## src/rtl/serr_report.sv

```systemverilog
module serr_report #(
  parameter int RETRY_W = 24
) (
  input  logic       clk,
  input  logic       rst_n,
  input  logic       cfg_we,
  input  logic [1:0] cfg_addr,
  input  logic [3:0] cfg_wdata,
  output logic [3:0] ctrl_q,
  output logic [3:0] cause_en_q,
  output logic [1:0] status_q,
  input  logic       perr_valid,
  input  logic [1:0] perr_kind,
  input  logic       perr_upstream,
  input  logic       perr_on_pri,
  input  logic       perr_on_sec,
  input  logic       tgt_abort_pw,
  input  logic       mst_abort_pw,
  input  logic       pw_start,
  input  logic       pw_done,
  input  logic       pw_retry,
  input  logic       sec_serr_n,
  output logic       pw_discard,
  output logic       pri_serr_n
);

  localparam logic [1:0] KIND_POSTED = 2'd1;
  localparam logic [RETRY_W-1:0] RETRY_LAST = '1;

  logic [RETRY_W-1:0] retry_cnt;
  logic               sec_prev;
  logic               sec_fall;
  logic               perr_hit;
  logic               serr_event;
  logic [1:0]         stat_clr;

  assign sec_fall = sec_prev & ~sec_serr_n;

  assign perr_hit = perr_valid && perr_kind == KIND_POSTED && ctrl_q[1] && ctrl_q[2] &&
                    (perr_upstream ? (perr_on_pri && !perr_on_sec)
                                   : (perr_on_sec && !perr_on_pri));

  assign serr_event = ctrl_q[0] &&
                      (perr_hit ||
                       (tgt_abort_pw && cause_en_q[0]) ||
                       (mst_abort_pw && cause_en_q[1]) ||
                       (pw_discard   && cause_en_q[2]) ||
                       (sec_fall && ctrl_q[3] && cause_en_q[3]));

  assign stat_clr = (cfg_we && cfg_addr == 2'd2) ? cfg_wdata[1:0] : 2'b00;

  always_ff @(posedge clk) begin
    if (!rst_n) begin
      ctrl_q     <= '0;
      cause_en_q <= '1;
      status_q   <= '0;
      sec_prev   <= 1'b1;
      pri_serr_n <= 1'b1;
    end else begin
      if (cfg_we && cfg_addr == 2'd0) ctrl_q <= cfg_wdata;
      if (cfg_we && cfg_addr == 2'd1) cause_en_q <= cfg_wdata;
      status_q   <= (status_q & ~stat_clr) | {sec_fall, serr_event};
      sec_prev   <= sec_serr_n;
      pri_serr_n <= ~serr_event;
    end
  end

  always_ff @(posedge clk) begin
    if (!rst_n) begin
      retry_cnt  <= '0;
      pw_discard <= 1'b0;
    end else begin
      pw_discard <= 1'b0;
      if (pw_start || pw_done) begin
        retry_cnt <= '0;
      end else if (pw_retry) begin
        if (retry_cnt == RETRY_LAST) begin
          retry_cnt  <= '0;
          pw_discard <= 1'b1;
        end else begin
          retry_cnt <= retry_cnt + 1'b1;
        end
      end
    end
  end


  serr_gated_chk: assert property (@(posedge clk) disable iff (!rst_n)
    $fell(pri_serr_n) |-> $past(ctrl_q[0]));


  signaled_set_chk: assert property (@(posedge clk) disable iff (!rst_n)
    !pri_serr_n |-> status_q[0]);


  received_set_chk: assert property (@(posedge clk) disable iff (!rst_n)
    $fell(sec_serr_n) |=> status_q[1]);


  upstream_perr_chk: assert property (@(posedge clk) disable iff (!rst_n)
    (perr_valid && perr_kind == KIND_POSTED && ctrl_q[2:0] == 3'b111 &&
     perr_upstream && perr_on_pri && !perr_on_sec) |=> !pri_serr_n);


  discard_single_chk: assert property (@(posedge clk) disable iff (!rst_n)
    pw_discard |=> !pw_discard);


  discard_serr_chk: assert property (@(posedge clk) disable iff (!rst_n)
    (pw_discard && ctrl_q[0] && cause_en_q[2]) |=> !pri_serr_n);

endmodule

```

## config.mk

```make
export PLATFORM = sky130hd
export DESIGN_NAME = serr_report
export DESIGN_NICKNAME = d
export VERILOG_FILES = /design/src/rtl/serr_report.sv
export SDC_FILE = /design/constraint.sdc
export NUM_CORES = 1
export LEC_CHECK = 0
export BUFFER_PORTS_ARGS = -buffer_cell sky130_fd_sc_hd__buf_2
export CELL_PAD_IN_SITES_DETAIL_PLACEMENT = 1
export CELL_PAD_IN_SITES_GLOBAL_PLACEMENT = 1
export CORE_MARGIN = 2
export CORE_UTILIZATION = 37
export CTS_BUF_LIST = sky130_fd_sc_hd__clkbuf_2
export DETAILED_ROUTE_END_ITERATION = 8
export GPL_ROUTABILITY_DRIVEN = 0
export MAX_ROUTING_LAYER = met4
export PLACE_DENSITY = 0.78
export SLEW_MARGIN = 15
export SYNTH_ARGS = -nofsm -noshare
export SYNTH_HDL_FRONTEND = slang
export SYNTH_SLANG_ARGS = --single-unit
```

## constraint.sdc

```tcl
create_clock -name clk -period 2.1 [get_ports clk]
set_input_delay 0.315 -clock clk [delete_from_list [all_inputs] [get_ports clk]]
set_output_delay 0.315 -clock clk [all_outputs]
set_load 0.1 [all_outputs]
```

==> flow_summary.toml <==
[cells_and_area]
final_common_cell = "dfxtp_1"
layout_common_cells = "37 x dfxtp_1, 32 x buf_2, 18 x nand2_1, 17 x nor2_1, 11 x a21oi_1"
final_layout_size_suffix_gt1_frac = 0.242
fillers = 558
synthToLayoutAreaGrowth_pct = 19.0
diodes = 0
fin_area_mm2 = 0.00201
final_nets = 253
utilization = 0.459

[place]
dp_hpwl_um = 3130
place_area_mm2 = 0.00195
port_buffers = 32

[yosys]
synth_edf_count = 0
synth_area_mm2 = 0.00169
synth_nets = 211
seq_area_frac_synth = 0.438
ys_warn_count = 0
yosys-top-cells-area = "dfxtp_1 44%, mux2i_1 4.7%, xor2_1 4.1%"
synth_top_area_share = 0.438
synth_cells = 189
ys_ff_latch = 37
async_reset_ff_frac = 0
synth_area_per_cell_um2 = 8.96
synth_ff_type = "dfxtp_1"
synth_cell_types = 39
synth_area_leader_cell = "dfxtp_1"

[global_routing]
grt_pass1_wl_um = 6840
gr-total-overflow = 0
grt_max_degree = 16
grt_usage = 0.177
antenna_found_initial = 0
grt_pass1_vias = 1490

[critical_path]
cpLargestDelayFamily = "simple AND/OR/NAND/NOR gates"
crit_arrival_ns = 2.27
ff2ff_path_depth = 5
endpoint = "retry_cnt[11]"
slowest_stage = "or4b_1"
path_class = "reg2reg"
required_ns = 2.43
crit_chain = "nand4_2 > buf_4 > or4b_1 > or3_1 > a21oi_1"
endpoint_kind = "register"
crit_path_start_kind = "register"
path_max_fanout = 5
reg2reg_slack_ns = 0.16
crit_path_start = "retry_cnt[4]"
worstReg2RegStart = "retry_cnt[4]"
cp.buffers_inverters = 1
cpPeakStageDelay_ns = 0.56
r2r-end = "retry_cnt[11]"
cp.depth = 5

[flow_run]
maxCapViolCount = 0

[die]
dieArea_mm2 = 0.00513
coreArea_mm2 = 0.00438
fp.dieW_um = 71.6
initial_utilization = 0.386
pin_count = 33
num_rows = 24
die_h_um = 71.6

[run_status]
status = "complete, no violations"

[clock_tree]
tritoncts = "done"
cts.repair.resized = 0
cts_buffer_depth = 2
cts_root_buf = "clkbuf_2"
postCtsHoldBufs = 0
path_clk_slew_ns = 0.17
cts.htree.levels = 2
cts_buffers = 5
cts_setup_buffers = 0
clk_latency_ns = 0.40
clock_sinks = 37

[power]
p_total_mw = 1.28
powerDensity_mw_per_mm2 = 636
ir_drop_v = 0.000325
p_leak_nw = 0.755

[hold_path]
hold_class = "in2reg"

[timing]
clock_skew_ns = 0.0125
rsz0062_at_grt = "false"
tns_ns = 0
fin_crit_ns = 1.94
setup_viol = 0
relSlewSlack = 0.666
post-route-period-util = 0.925
clock.fmax_mhz = 515
hold_viol = 0
tightest_slew_ns = 0.501
slew_viol_final = 0

[route]
vias = 1499
drc_errors = 0
final_antenna_net_count = 0
drt_iter0_markers = 111
wl_um = 4070
first_pass_iters = 4
routed_via_density = 5.30
wl_per_cell_um = 14.4
## state kept, by name (all words and copies together), names as in the netlist
name and flops:
pw_discard 1, pri_serr_n 1, retry_cnt 24, cause_en_q 4, ctrl_q 4, sec_prev 1, status_q 2
## how the worst min path moves through the flow
stage | slack [ns] | cells after the start | end | from
floorplan | 0.39 | 1 | sec_prev | rst_n
detailed placement | 0.43 | 1 | pri_serr_n | ctrl_q[0]
finish | 0.11 | 2 | sec_prev | sec_serr_n
CTS | 0.09 | 2 | sec_prev | sec_serr_n
global route | 0.09 | 2 | sec_prev | sec_serr_n
global placement | 0.42 | 1 | pri_serr_n | ctrl_q[0]
## report_power, final
group          switching [mW]  leakage [nW]  total, mW  internal [mW]
logic                  0.0931         0.416      0.132         0.0394
registers             0.00606         0.299      0.719          0.712
clock network           0.237        0.0388      0.430          0.193
## cells in the mapped netlist, drive strengths merged (3+ instances only)
cell,instances
xnor2,4
nor2,17
dfxtp,37
nand4,11
buf,5
and3,5
or3,4
a21oi,11
o21ai,6
mux2i,8
o31ai,4
xor2,8
nor3b,3
inv,3
nor2b,6
nand3,7
nand2,18
or4,6
## per-layer routing
metal	global-route usage	vias up	routed length, µm
met1	0.224	713	1970
met5	-	-	0
met4	0.0881	0	62
met2	0.272	16	1930
met3	0.0295	5	108
li1	-	765	-
## stage by stage
step | worst slack [ns] | instances | hold slack, ns
2_1_floorplan | 0.204 | 189 | 0.388
3_3_place_gp | 0.279 | 276 | 0.420
3_5_place_dp | 0.172 | 276 | 0.433
4_1_cts | 0.133 | 283 | 0.0944
5_1_grt | 0.0206 | 283 | 0.0868
6_report | 0.158 | 283 | 0.114
## final cells by class
type                    count  area [µm²]  area share
multi-input cells         142         902       0.448
flip-flops and latches     37         741       0.368
repair buffers             42         235       0.117
well taps                  52        65.1      0.0323
clock inverters             2        35.0      0.0174
clock buffers               5        25.0      0.0124
inverters                   3        11.3     0.00559
## kinds of logic after synthesis
family / Yosys count / synth area share
fa+ha+maj: 1 / 0.00739
mux: 8 / 0.0473
flops: 37 / 0.438
simple gates: 94 / 0.318
compound gates: 27 / 0.0983
xor+xnor: 12 / 0.0621
buf+inv: 10 / 0.0296
Note: power is estimated with default switching activity, not from simulation.
